$ cat src/rtl/pwl_pkg.sv
package pwl_pkg;

    typedef enum logic [1:0] {
        ST_IDLE = 2'd0,
        ST_LOW  = 2'd1,
        ST_GAP  = 2'd2,
        ST_HALF = 2'd3
    } pwl_state_t;

endpackage

$ cat src/rtl/pwl_cfg_regs.sv
module pwl_cfg_regs #(
    parameter int CFG_W = 8
) (
    input  logic             clk,
    input  logic             rst_n,
    input  logic             we,
    input  logic             addr,
    input  logic [CFG_W-1:0] wdata,
    output logic [CFG_W-1:0] maxw,
    output logic [CFG_W-1:0] intv
);

    always_ff @(posedge clk) begin
        if (!rst_n) begin
            maxw <= '1;
            intv <= '0;
        end else if (we) begin
            if (addr) begin
                intv <= wdata;
            end else begin
                maxw <= wdata;
            end
        end
    end

endmodule

$ cat src/rtl/pwl_timebase.sv
module pwl_timebase #(
    parameter int CFG_W = 8
) (
    input  logic             clk,
    input  logic             rst_n,
    input  logic [CFG_W-1:0] intv,
    input  logic             base_tick,
    input  logic             samp_tick,
    output logic             unit_tick
);

    localparam int EXT_W = CFG_W + 1;

    logic [CFG_W-1:0] div_cnt;
    logic [EXT_W-1:0] div_inc;
    logic             direct;
    logic             wrap;

    assign direct  = (intv == '0);
    assign div_inc = {1'b0, div_cnt} + EXT_W'(1);
    assign wrap    = base_tick && (div_inc >= {1'b0, intv});

    always_comb begin
        if (direct) begin
            unit_tick = samp_tick;
        end else begin
            unit_tick = wrap;
        end
    end

    always_ff @(posedge clk) begin
        if (!rst_n) begin
            div_cnt <= '0;
        end else if (direct) begin
            div_cnt <= '0;
        end else if (base_tick) begin
            if (wrap) begin
                div_cnt <= '0;
            end else begin
                div_cnt <= div_inc[CFG_W-1:0];
            end
        end
    end

endmodule

$ cat src/rtl/pwl_width_ctr.sv
module pwl_width_ctr #(
    parameter int CNT_W = 9
) (
    input  logic             clk,
    input  logic             rst_n,
    input  logic             load,
    input  logic [CNT_W-1:0] load_val,
    input  logic             dec,
    output logic [CNT_W-1:0] cnt,
    output logic             last
);

    assign last = dec && (cnt == CNT_W'(1));

    always_ff @(posedge clk) begin
        if (!rst_n) begin
            cnt <= '0;
        end else if (load) begin
            cnt <= load_val;
        end else if (dec && (cnt != '0)) begin
            cnt <= cnt - CNT_W'(1);
        end
    end

endmodule

$ cat src/rtl/pwl_fsm.sv
module pwl_fsm
    import pwl_pkg::*;
#(
    parameter int PEND_W = 4
) (
    input  logic              clk,
    input  logic              rst_n,
    input  logic              req,
    input  logic              unit_tick,
    input  logic              width_last,
    input  logic              queue_mode,
    input  logic              toggle_sel,
    output pwl_state_t        state,
    output logic              load,
    output logic [PEND_W-1:0] pend,
    output logic              pulse_n
);

    localparam logic [PEND_W-1:0] PEND_MAX = '1;

    pwl_state_t state_nxt;
    logic       accept;
    logic       consume;
    logic       clear;
    logic       pend_any;
    logic       pend_up;

    assign accept   = queue_mode && req && ((state == ST_LOW) || (state == ST_GAP));
    assign pend_any = (pend != '0) || accept;
    assign pend_up  = accept && (pend != PEND_MAX);

    // transition selection
    always_comb begin
        state_nxt = state;
        load      = 1'b0;
        consume   = 1'b0;
        clear     = 1'b0;
        unique case (state)
            ST_IDLE: begin
                if (req) begin
                    if (toggle_sel) begin
                        state_nxt = ST_HALF;               // enter-half
                    end else begin
                        state_nxt = ST_LOW;                // fire
                        load      = 1'b1;
                    end
                end
            end
            ST_LOW: begin
                if (width_last) begin
                    state_nxt = queue_mode ? ST_GAP : ST_IDLE; // end-queued / end-direct
                end
            end
            ST_GAP: begin
                if (unit_tick) begin
                    if (toggle_sel) begin
                        state_nxt = ST_IDLE;               // flush
                        clear     = 1'b1;
                    end else if (pend_any) begin
                        state_nxt = ST_LOW;                // refire
                        load      = 1'b1;
                        consume   = 1'b1;
                    end else begin
                        state_nxt = ST_IDLE;               // gap-done
                    end
                end
            end
            ST_HALF: begin
                if (req) begin
                    state_nxt = ST_IDLE;                   // leave-half
                end
            end
            default: state_nxt = ST_IDLE;
        endcase
    end

    // state register
    always_ff @(posedge clk) begin
        if (!rst_n) begin
            state <= ST_IDLE;
        end else begin
            state <= state_nxt;
        end
    end

    // pending request counter
    always_ff @(posedge clk) begin
        if (!rst_n) begin
            pend <= '0;
        end else if (clear) begin
            pend <= '0;
        end else begin
            pend <= pend + (pend_up ? PEND_W'(1) : PEND_W'(0))
                         - (consume ? PEND_W'(1) : PEND_W'(0));
        end
    end

    // outputs
    always_comb begin
        unique case (state)
            ST_LOW, ST_HALF: pulse_n = 1'b0;
            default:         pulse_n = 1'b1;
        endcase
    end

endmodule

$ cat src/rtl/pulse_width_limiter.sv
module pulse_width_limiter
    import pwl_pkg::*;
#(
    parameter int CFG_W  = 8,
    parameter int PEND_W = 4
) (
    input  logic             clk,
    input  logic             rst_n,
    input  logic             cfg_we,
    input  logic             cfg_addr,
    input  logic [CFG_W-1:0] cfg_wdata,
    input  logic             req_i,
    input  logic             base_tick_i,
    input  logic             samp_tick_i,
    output logic             pulse_n_o
);

    localparam int CNT_W = CFG_W + 1;

    logic [CFG_W-1:0]  maxw_reg;
    logic [CFG_W-1:0]  intv_reg;
    logic              unit_tick;
    logic [CNT_W-1:0]  width_cnt;
    logic [CNT_W-1:0]  width_init;
    logic              width_last;
    logic              width_load;
    logic              queue_mode;
    logic              toggle_sel;
    logic [PEND_W-1:0] pend_cnt;
    pwl_state_t        state;

    assign queue_mode = (intv_reg != '0);
    assign toggle_sel = (maxw_reg == '1);
    assign width_init = {maxw_reg, 1'b1};

    pwl_cfg_regs #(.CFG_W(CFG_W)) u_cfg (
        .clk   (clk),
        .rst_n (rst_n),
        .we    (cfg_we),
        .addr  (cfg_addr),
        .wdata (cfg_wdata),
        .maxw  (maxw_reg),
        .intv  (intv_reg)
    );

    pwl_timebase #(.CFG_W(CFG_W)) u_tb (
        .clk       (clk),
        .rst_n     (rst_n),
        .intv      (intv_reg),
        .base_tick (base_tick_i),
        .samp_tick (samp_tick_i),
        .unit_tick (unit_tick)
    );

    pwl_width_ctr #(.CNT_W(CNT_W)) u_wc (
        .clk      (clk),
        .rst_n    (rst_n),
        .load     (width_load),
        .load_val (width_init),
        .dec      (unit_tick),
        .cnt      (width_cnt),
        .last     (width_last)
    );

    pwl_fsm #(.PEND_W(PEND_W)) u_fsm (
        .clk        (clk),
        .rst_n      (rst_n),
        .req        (req_i),
        .unit_tick  (unit_tick),
        .width_last (width_last),
        .queue_mode (queue_mode),
        .toggle_sel (toggle_sel),
        .state      (state),
        .load       (width_load),
        .pend       (pend_cnt),
        .pulse_n    (pulse_n_o)
    );

endmodule

$ cat config.mk
export PLATFORM = sky130hd
export DESIGN_NAME = pulse_width_limiter
export DESIGN_NICKNAME = d
export VERILOG_FILES = /design/src/rtl/pwl_pkg.sv /design/src/rtl/pwl_cfg_regs.sv /design/src/rtl/pwl_timebase.sv /design/src/rtl/pwl_width_ctr.sv /design/src/rtl/pwl_fsm.sv /design/src/rtl/pulse_width_limiter.sv
export SDC_FILE = /design/constraint.sdc
export NUM_CORES = 1
export LEC_CHECK = 0
export ABC_AREA = 1
export BUFFER_PORTS_ARGS = -buffer_cell sky130_fd_sc_hd__buf_2
export CORE_ASPECT_RATIO = 1.5
export CORE_MARGIN = 2
export CORE_UTILIZATION = 25
export CTS_CLUSTER_SIZE = 28
export DETAILED_ROUTE_END_ITERATION = 10
export SYNTH_ARGS = -nofsm -noshare
export SYNTH_HDL_FRONTEND = slang
export SYNTH_SLANG_ARGS = --single-unit
$ cat constraint.sdc
create_clock -name clk -period 5.65 [get_ports clk]
set_input_delay 0.565 -clock clk [delete_from_list [all_inputs] [get_ports clk]]
set_output_delay 0.565 -clock clk [all_outputs]
set_load 0.05 [all_outputs]
==> impl_results.md, run 1 <==
- Status: complete, no violations
- Gr usage total: 10.50%
- Final core utilization: 29.15%
- Area grow syn2layout: 13.30%
- Via count: 2137
- Area of the core: 9689 um^2
- Element type at the critical path start: register
- Top post-synthesis cells by area: dfxtp_1 31%, ha_1 11%, nand2_1 8.9%, inv_1 6.8%, a21oi_1 5.6%
- Pwr dens: 400.2 nW/um^2
- # rows: 44
- N_diodes: 0
- Number of enable flip-flop cells after synthesis: 0
- Mapped Nets: 368
- DRC: 0
- Flops & latches, synth: 39
- Dominant cell by count in the synthesized netlist: nand2_1
- Max reg flops: 9
- Crit path max-delay family: simple AND/OR/NAND/NOR gates
- Initial antenna violation count: 0
- Seq/Total Area, Yosys: 31.33%
- CTS tree: built
- Finished Cell Area: 2824 um^2
- Largest net degree at the start of global routing: 19
- Bufs and invs on worst path: 7
- Synth Cell Area: 2492 um^2
- Switching pwr: 401.6 uW
- DRT iter0 DRCs: 125
- Share of cells above drive strength 1: 16.52%
- Num ports: 16
- Critical Path End Type: register
- Synth cell count leaders: 59 x nand2_1, 45 x inv_1, 39 x dfxtp_1
- Sink Count: 39
- Final Instance Count excl. Fillers: 460
- Post-route setup TNS: 0 ns
- Sw frac: 35.53%
- Clk slew on worst S/H paths: 0.06 ns
- Die width: 85.53 um
- Final Max Slew Viols: 0
- Top cell type's share of synthesized area: 31.33%
- RSZ-0062 raised after global routing: false
- VDD IR max: 0.0001736 V
- Async S/R FF share, synth: 0%
- # nets final: 381
- Seq pwr share: 31.7%
- Vias/cell: 4.646
- Post-synthesis cell type with the largest combined area: dfxtp_1
- Post-Synth Simple-Gate Area: 28.31%
- Post-DP HPWL: 4183 um
- Largest family of logic cells by synthesized area: simple AND/OR/NAND/NOR gates
- Worst path slowest cell: dfxtp_1
- Clock Power Share: 32.1%
- MaxCap Viol Count: 0
- Hold-fix buffers at CTS: 0
- Synth Area in XOR/XNOR: 5.221%
- Pleak: 0.001277 uW
- Vias in the first global route: 2150
- Min-delay worst type: register to register
- Crit share post-route: 61.21%
- Worst hold slack: 0.4656 ns
- Final Hold Vio Count: 0
- Compound-cell area share of the yosys netlist: 12.20%
- Post-Synth Adder-Cell Area: 11.35%
- Cell mode on critical path: inv_1
- IO buf count: 15
- Syn Area/Cell: 7.530 um^2
- First-pass GRT wire length: 9266 um
- Crit-path max cell delay: 0.38 ns
- Netlist cell types: 34
- Post-Place Cells: 452
- Biggest register: u_wc.cnt
- Antenna-violating nets left: 0
- Final period demand of the worst path: 3.458 ns
- Critical Path RT: 5.82 ns
- Setup-failing EPs final: 0
- PostCTS Resize Cnt: 0
- CP max FO: 18
- Die area: 10800 um^2
- Die Span Y: 126.3 um
- Placer Congestion: 0.8203
- Critical setup path kind: register to register
- Buffer count from post-CTS setup fixing: 0
- Yosys warnings: 0
- Post-Synthesis Cells: 331
- Initial DRT Pass Iterations: 4
- WP data arrival: 3.63 ns
- P_int: 728.6 uW
- Dpl cell area: 2635 um^2
- Drt wl/cell: 11.46 um
- Slew @ Worst Pin: 0.9249 ns
- Remaining Overflow, GRT: 0
- Clock insertion delay at the later pin of the skew report: 0.28 ns
- CTS H-Tree Depth: 2
- Mux share of post-synthesis cell area: 0%
- Routed WL: 5271 um
- Combinational power share: 36.2%
- Final Skew: 0.006938 ns
- Starting Density: 25.72%
- Post-synth top flop: dfxtp_1
- Worst rel slew slack: 38.11%
- Max clock buf depth: 2
- FMAX: 289.1 MHz
- Total CTS buffers: 5
- Root Buffer: clkbuf_16
[final cells by class]
cell class,count,area [um^2]
inverters,56,212.7
clock buffers,6,128.9
fillers,1067,6865
flip-flops and latches,39,780.7
clock inverters,2,60.06
well taps,115,143.9
repair buffers,15,75.07
multi-input cells,227,1423
[power by group through the flow]
stage	clock network, uW	logic, uW	registers, uW
finish	362	410	358
global route	380	469	364
CTS	370	412	358
detailed placement	0	409	364
global placement	0	398	364
floorplan	0	343	354
[routing by layer]
metal / vias up / share of wire (%) / GRT usage (%)
met5: - / 0 / 0
met4: 0 / 1.6 / 3.641
met3: 6 / 3.1 / 2.147
met2: 24 / 54 / 20.13
met1: 997 / 41 / 11.08
li1: 1110 / - / -
[final timing paths]
path                                              startpoint                          to  slack (ns)  cells past startpoint
worst max-delay path            u_tb.div_cnt[0]$_SDFFE_PP0P_    u_fsm.pend[2]$_SDFF_PP0_        2.19                     25
worst min-delay path              u_cfg.intv[2]$_SDFFE_PN0P_  u_cfg.intv[2]$_SDFFE_PN0P_        0.47                      2
worst max register to register  u_tb.div_cnt[0]$_SDFFE_PP0P_    u_fsm.pend[2]$_SDFF_PP0_        2.19                     25
worst min register to register    u_cfg.intv[2]$_SDFFE_PN0P_  u_cfg.intv[2]$_SDFFE_PN0P_        0.47                      2
[layout by cell type (no fill, tap or decap), types with 3 or more instances in the layout]
master,n
nor2_2,3
xor2_1,10
nand3_2,5
a211oi_1,3
o211ai_1,8
clkbuf_16,5
nor2_1,22
inv_2,10
a21oi_1,28
xnor2_1,3
o21ai_0,9
nand2_2,4
nand4_1,10
inv_1,45
nand2_1,59
ha_1,21
buf_2,15
nand2_4,4
dfxtp_1,39
nand3_1,26
[cell families after synthesis]
logic type / after synthesis
AOI/OAI and AO/OA: 51
adders and majority gates: 22
and+or+nand+nor: 140
DFF: 39
buffers and inverters: 65
xor gates and xnor gates: 14
[tightest hold or removal path, delay by kind of cell, from the launching register on]
kind,cells,cell delay (ns)
buf+inv,1,0.06
compound gates,1,0.05
flops,1,0.30
[metrics by stage]
| step | setup slack, ns | total power [uW] |
|---|---|---|
| 2_1_floorplan | 2.473 | 697.1 |
| 3_3_place_gp | 2.299 | 761.3 |
| 3_5_place_dp | 2.169 | 773.4 |
| 4_1_cts | 2.162 | 1140 |
| 5_1_grt | 1.834 | 1214 |
| 6_report | 2.192 | 1130 |
Power figures use the tool's default switching activity.
==> run 2: changes to the inputs <==
==> constraint.sdc (replaced) <==
create_clock -name clk -period 3.2 [get_ports clk]
set_input_delay 0.32 -clock clk [delete_from_list [all_inputs] [get_ports clk]]
set_output_delay 0.32 -clock clk [all_outputs]
set_load 0.05 [all_outputs]
==> run 2 against run 1 <==
Register-to-register slack worse by 2.0 ns. Clock power is 60% higher. Global-route usage is 0.55 points lower. Clock skew is 0.0016 ns lower. Non-clock buffer count is 6 higher. Die area stayed put. Critical path depth is 4 lower.
==> impl_results.md, run 2 (synthesis gave the netlist of run 1 again) <==
- Status: complete, no violations
- Critical Path RT: 3.36 ns (-2.46 ns)
- Share of cells above drive strength 1: 21.94% (+5.4 points)
- MaxCap Viol Count: 0 (unchanged)
- Crit share post-route: 93.85% (+33 points)
- Vias/cell: 4.541 (-2.3%)
- Worst path slowest cell: fa_2
- # rows: 44 (unchanged)
- First-pass GRT wire length: 8776 um (-5.3%)
- Max reg flops: 9 (unchanged)
- Initial antenna violation count: 0 (unchanged)
- CTS tree: built
- Largest net degree at the start of global routing: 18 (-1)
- Post-DP HPWL: 4031 um (-3.6%)
- Worst rel slew slack: 40.41% (+2.3 points)
- Placer Congestion: 0.8109 (-1.1%)
- Drt wl/cell: 10.97 um (-4.2%)
- FMAX: 333.0 MHz (+15%)
- Routed WL: 5114 um (-3.0%)
- Crit path max-delay family: adder cells
- # nets final: 387 (+1.6%)
- Starting Density: 25.72% (unchanged)
- Critical Path End Type: register
- Die Span Y: 126.3 um (unchanged)
- DRT iter0 DRCs: 75 (-40%)
- Area of the core: 9689 um^2 (unchanged)
- Final core utilization: 30.13% (+0.98 points)
- Via count: 2116 (-0.98%)
- Die area: 10800 um^2 (unchanged)
- DRC: 0 (unchanged)
- Most frequent standard cell in the layout excluding fill and tap cells: nand2_1
- Antenna-violating nets left: 0 (unchanged)
- Final Max Slew Viols: 0 (unchanged)
- Final Hold Vio Count: 0 (unchanged)
- RSZ-0062 raised after global routing: true
- Setup-failing EPs final: 0 (unchanged)
- WP data arrival: 3.16 ns (-0.47 ns)
- Crit path cell chain: inv_2 -> nor3_2 -> inv_2 -> nor2_2 -> inv_2 -> nor2_4 -> nand3_1 -> xnor2_2 -> ha_1 -> nand2_1 -> nand2_2 -> nand3_2 -> nand2_4 -> nand2_4 -> inv_4 -> ha_4 -> inv_4 -> ha_4 -> inv_2 -> fa_2 -> nor2_1
- Sink Count: 39 (unchanged)
- Die width: 85.53 um (unchanged)
- Cell mode on critical path: inv_2
- N_diodes: 0 (unchanged)
- Gr usage total: 9.948% (-0.55 points)
- Crit-path max cell delay: 0.52 ns (+0.14 ns)
- Pleak: 0.001294 uW (+1.3%)
- Bufs and invs on worst path: 6 (-1)
- Num ports: 16 (unchanged)
- Clock insertion delay at the later pin of the skew report: 0.28 ns (about the same)
- IO buf count: 15 (unchanged)
- Vias in the first global route: 2045 (-4.9%)
- CP max FO: 3 (-15)
- VDD IR max: 0.0003571 V (+110%)
- Final period demand of the worst path: 3.003 ns (-0.4553 ns)
- Most frequent cells in the layout: 58 x nand2_1, 41 x inv_1, 37 x dfxtp_1
- GR Layer Usage met1: 10.78% (-0.29 points)
- Met2 GRT Util: 18.24% (-1.9 points)
- GRT Max-Usage Layer: met2
- Total power: 1949 uW (+72%)
- Slew @ Worst Pin: 0.8905 ns (-0.03439 ns)
- CTS H-Tree Depth: 2 (unchanged)
- Met3 Track Usage GR: 2.147% (unchanged)
- Remaining Overflow, GRT: 0 (unchanged)
- Total CTS buffers: 5 (unchanged)
- Max clock buf depth: 2 (unchanged)
- Initial DRT Pass Iterations: 4 (unchanged)
- Clk slew on worst S/H paths: 0.06 ns (about the same)
- Critical setup path kind: register to register
- Root Buffer: clkbuf_16
- Final Skew: 0.005328 ns (-0.001609 ns)
- Pwr dens: 667.6 nW/um^2 (+67%)
- Biggest register: u_wc.cnt
- Element type at the critical path start: register
- Area grow syn2layout: 17.12%
- Min-delay worst type: input pin to register
## run 2: cell count changes in the layout (fill, tap and decap cells not counted), sizes merged
cell | previous run | this run
bufinv | 2 | 1
buf | 15 | 21
clkinv | 0 | 1
## run 2: final timing paths
path / from / endpoint / slack [ns] / cells after the start
setup / recovery: u_tb.div_cnt[2]$_SDFFE_PP0P_ / u_fsm.pend[1]$_SDFF_PP0_ / 0.20 / 21
hold / removal: cfg_wdata[2] / u_cfg.maxw[2]$_SDFFE_PN1P_ / 0.28 / 3
setup reg to reg: u_tb.div_cnt[2]$_SDFFE_PP0P_ / u_fsm.pend[1]$_SDFF_PP0_ / 0.20 / 21
hold reg to reg: u_cfg.intv[6]$_SDFFE_PN0P_ / u_cfg.intv[6]$_SDFFE_PN0P_ / 0.46 / 2
## run 2: worst reg2reg max path, cell delays in order, from the launching register on
cell,delay [ns]
dfxtp_2,0.36
inv_2,0.05
nor3_2,0.18
inv_2,0.06
nor2_2,0.11
inv_2,0.06
nor2_4,0.13
nand3_1,0.14
xnor2_2,0.17
ha_1,0.27
nand2_1,0.05
nand2_2,0.07
nand3_2,0.08
nand2_4,0.09
nand2_4,0.05
inv_4,0.05
ha_4,0.19
inv_4,0.05
ha_4,0.13
inv_2,0.04
fa_2,0.52
nor2_1,0.04
## run 2: per-stage QoR
step	hold slack (ns)	worst slack, ns	area [um^2]	setup TNS (ns)	instances
2_1_floorplan	0.4371	0.02254	2492	0	331
3_3_place_gp	0.4554	0.07952	2650	0	454
3_5_place_dp	0.4580	0.01041	2650	0	454
4_1_cts	0.2704	0.003375	2824	0	462
5_1_grt	0.2762	-0.03093	2919	-0.05834	466
6_report	0.2751	0.1968	2919	0	466
## run 2: final cells by class
type | count | area (um^2)
Fill cell | 1053 | 6770
Multi-Input combinational cell | 227 | 1480
Sequential cell | 39 | 783.3
Inverter | 56 | 217.7
Tap cell | 115 | 143.9
Clock buffer | 6 | 138.9
Timing Repair Buffer | 21 | 120.1
Clock inverter | 2 | 35.03
## run 2: what timing repair did
| item | 4_1_cts | 5_1_grt |
|---|---|---|
| setup buffers | 0 | 4 |
| pin swaps | 1 | 12 |
| setup endpoints to repair | 1 | 3 |
| hold buffers | 0 | 0 |
| resized for setup | 0 | 17 |
## run 2: where the power goes
group	total (uW)	switching (uW)	internal, uW
sequential	631	64.0	567
combinational	740	452	288
clock	578	190	387
## run 2: layer usage
metal	wire, um	part of all wire (%)
met1	2184	43
met2	2737	54
met3	116	2.3
met4	76	1.5
met5	0	0
==> run 3: changes to the inputs <==
--- a/config.mk
+++ b/config.mk
@@ -12,6 +12,7 @@
 export CORE_UTILIZATION = 25
 export CTS_CLUSTER_SIZE = 28
 export DETAILED_ROUTE_END_ITERATION = 10
+export RECOVER_POWER = 25
 export SYNTH_ARGS = -nofsm -noshare
 export SYNTH_HDL_FRONTEND = slang
 export SYNTH_SLANG_ARGS = --single-unit
==> run 3 against run 2 <==
Via count decreased by 0.38%. Register-to-register slack about the same. Setup slack hardly changed. Critical endpoint unchanged. Largest power group unchanged. Core utilization is essentially flat. Highest routed layer unchanged.
==> impl_results.md, run 3 (synthesis gave the netlist of run 1 again) <==
- Clk slew on worst S/H paths: 0.06 ns (about the same)
- Final Max Slew Viols: 0 (unchanged)
- Hold path endpoint: u_cfg.maxw[2]$_SDFFE_PN1P_
- Cell mode on critical path: inv_2
- Antenna-violating nets left: 0 (unchanged)
- Worst rel slew slack: 41.37% (+0.96 points)
- Largest net degree at the start of global routing: 18 (unchanged)
- Crit path cell chain: inv_2 -> nor3_2 -> inv_2 -> nor2_2 -> inv_2 -> nor2_4 -> nand3_1 -> xnor2_2 -> ha_1 -> nand2_1 -> nand2_2 -> nand3_2 -> nand2_4 -> nand2_4 -> inv_4 -> ha_4 -> inv_4 -> ha_4 -> inv_2 -> fa_2 -> nor2_1
- Clock insertion delay at the later pin of the skew report: 0.28 ns (about the same)
- Setup-failing EPs final: 0 (unchanged)
- Vias in the first global route: 2045 (unchanged)
- Total CTS buffers: 5 (unchanged)
- Final Hold Vio Count: 0 (unchanged)
- Worst hold slack: 0.2744 ns (-0.0007580 ns)
- GRT Max-Usage Layer: met2
- Status: complete, no violations
- Pwr dens: 668.0 nW/um^2 (about the same)
- Crit share post-route: 93.84% (about the same)
- Met3 Track Usage GR: 2.147% (unchanged)
- Worst path slowest cell: fa_2
- Routed WL: 5109 um (about the same)
- Die area: 10800 um^2 (unchanged)
- # nets final: 387 (unchanged)
- Final Skew: 0.005195 ns (-0.0001336 ns)
- Most frequent cells in the layout: 58 x nand2_1, 41 x inv_1, 37 x dfxtp_1
- FMAX: 333.0 MHz (about the same)
- Min-delay worst type: input pin to register
- Final period demand of the worst path: 3.003 ns (-0.0001620 ns)
- Vias/cell: 4.524 (-0.38%)
- Area grow syn2layout: 17.02% (about the same)
- Placer Congestion: 0.8109 (unchanged)
- Remaining Overflow, GRT: 0 (unchanged)
- CP max FO: 3 (unchanged)
- Initial antenna violation count: 0 (unchanged)
- Cells on Worst Hold Path: 3 (unchanged)
- Die width: 85.53 um (unchanged)
- Final Instance Count excl. Fillers: 466 (unchanged)
- Biggest register: u_wc.cnt
- Starting Density: 25.72% (unchanged)
- RSZ-0062 raised after global routing: true
- Post-Place Cells: 454 (unchanged)
- FF-to-FF Start: u_tb.div_cnt[2]$_SDFFE_PP0P_
- Total power: 1948 uW (about the same)
- Root Buffer: clkbuf_16
- IO buf count: 15 (unchanged)
- Slew @ Worst Pin: 0.8762 ns (-0.01431 ns)
- CTS tree: built
- MaxCap Viol Count: 0 (unchanged)
- GR Layer Usage met1: 10.78% (unchanged)
- # rows: 44 (unchanged)
- Via count: 2108 (-0.38%)
- Initial DRT Pass Iterations: 4 (unchanged)
- Most frequent standard cell in the layout excluding fill and tap cells: nand2_1
- First-pass GRT wire length: 8776 um (unchanged)
- CTS H-Tree Depth: 2 (unchanged)
- DRC: 0 (unchanged)
- Reg-to-reg endpoint: u_fsm.pend[1]$_SDFF_PP0_
- Hold_sp: cfg_wdata[2]
- Critical Path RT: 3.36 ns (about the same)
- Cell count of the worst reg-to-reg path: 21 (unchanged)
- Die Span Y: 126.3 um (unchanged)
- WP data arrival: 3.17 ns (about the same)
- Post-DP HPWL: 4031 um (unchanged)
- Drt wl/cell: 10.96 um (about the same)
- Max reg flops: 9 (unchanged)
- VDD IR max: 0.0003571 V (about the same)
- Pleak: 0.001288 uW (-0.43%)
- Critical setup path kind: register to register
- Max clock buf depth: 2 (unchanged)
- Num ports: 16 (unchanged)
- Share of cells above drive strength 1: 21.37% (-0.57 points)
- Slack of the worst reg-to-reg path: 0.20 ns (about the same)
- Hold-fix buffers at CTS: 0 (unchanged)
- DRT iter0 DRCs: 75 (unchanged)
- Met2 GRT Util: 18.24% (unchanged)
- Critical Path End Type: register
- Gr usage total: 9.948% (unchanged)
- Element type at the critical path start: register
- Area of the core: 9689 um^2 (unchanged)
- N_diodes: 0 (unchanged)
- Sink Count: 39 (unchanged)
- Crit-path max cell delay: 0.52 ns (about the same)
## run 3: cell count changes in the layout (fill, tap and decap cells not counted), sizes merged
cell / delta
buf: -2
clkbuf: +2
## run 3: area by class of cell
class | instances | area (um^2)
fill | 1054 | 6773
clock buffer | 6 | 138.9
tap | 115 | 143.9
inverter | 56 | 217.7
multi-input combinational | 227 | 1480
clock inverter | 2 | 35.03
timing repair buffer | 21 | 117.6
sequential | 39 | 783.3
## run 3: through the flow
stage	area [um^2]	setup slack, ns	TNS [ns]	util, %
2_1_floorplan	2492	0.02254	0	-
3_3_place_gp	2650	0.07952	0	27.35
3_5_place_dp	2650	0.01041	0	27.35
4_1_cts	2824	0.003375	0	29.15
5_1_grt	2917	-0.03093	-0.05834	30.10
6_report	2917	0.1970	0	30.10
## run 3: worst max-delay path by stage
| stage | slack, ns | to | cells past startpoint | from |
|---|---|---|---|---|
| after floorplan | 0.02 | u_fsm.pend[2]$_SDFF_PP0_ | 26 | u_tb.div_cnt[0]$_SDFFE_PP0P_ |
| after global placement | 0.08 | u_fsm.pend[2]$_SDFF_PP0_ | 25 | u_tb.div_cnt[0]$_SDFFE_PP0P_ |
| after detailed placement | 0.01 | u_fsm.pend[2]$_SDFF_PP0_ | 25 | u_tb.div_cnt[0]$_SDFFE_PP0P_ |
| after CTS | 0.003 | u_fsm.pend[2]$_SDFF_PP0_ | 25 | u_tb.div_cnt[0]$_SDFFE_PP0P_ |
| after global routing | -0.03 | u_fsm.pend[1]$_SDFF_PP0_ | 24 | u_tb.div_cnt[2]$_SDFFE_PP0P_ |
| final | 0.20 | u_fsm.pend[1]$_SDFF_PP0_ | 21 | u_tb.div_cnt[2]$_SDFFE_PP0P_ |
## run 3: repair_timing
action / in CTS / in global routing
cloned: 0 / 0
pin swaps: 1 / 12
buffers inserted: 0 / 4
endpoints found under the setup margin: 1 / 3
resized for setup: 0 / 17
## run 3: critical path, delay by kind of cell, from the launching register on
family                     cells  cell delay [ns]
buffers and inverters          6             0.31
and+or+nand+nor               10             0.94
adders and majority gates      4             1.11
DFF                            1             0.36
xor gates and xnor gates       1             0.17
## run 3: layer usage
metal,share of wire [%],up-vias,wire length [um]
li1,-,1114,-
met1,42,960,2162
met2,54,28,2746
met3,2.4,6,122
met4,1.5,0,76
met5,0,-,0
## run 3: power breakdown
| group | internal, uW | total (uW) | switching (uW) |
|---|---|---|---|
| Clock | 387 | 577 | 190 |
| Sequential | 567 | 631 | 64.0 |
| Combinational | 287 | 740 | 452 |
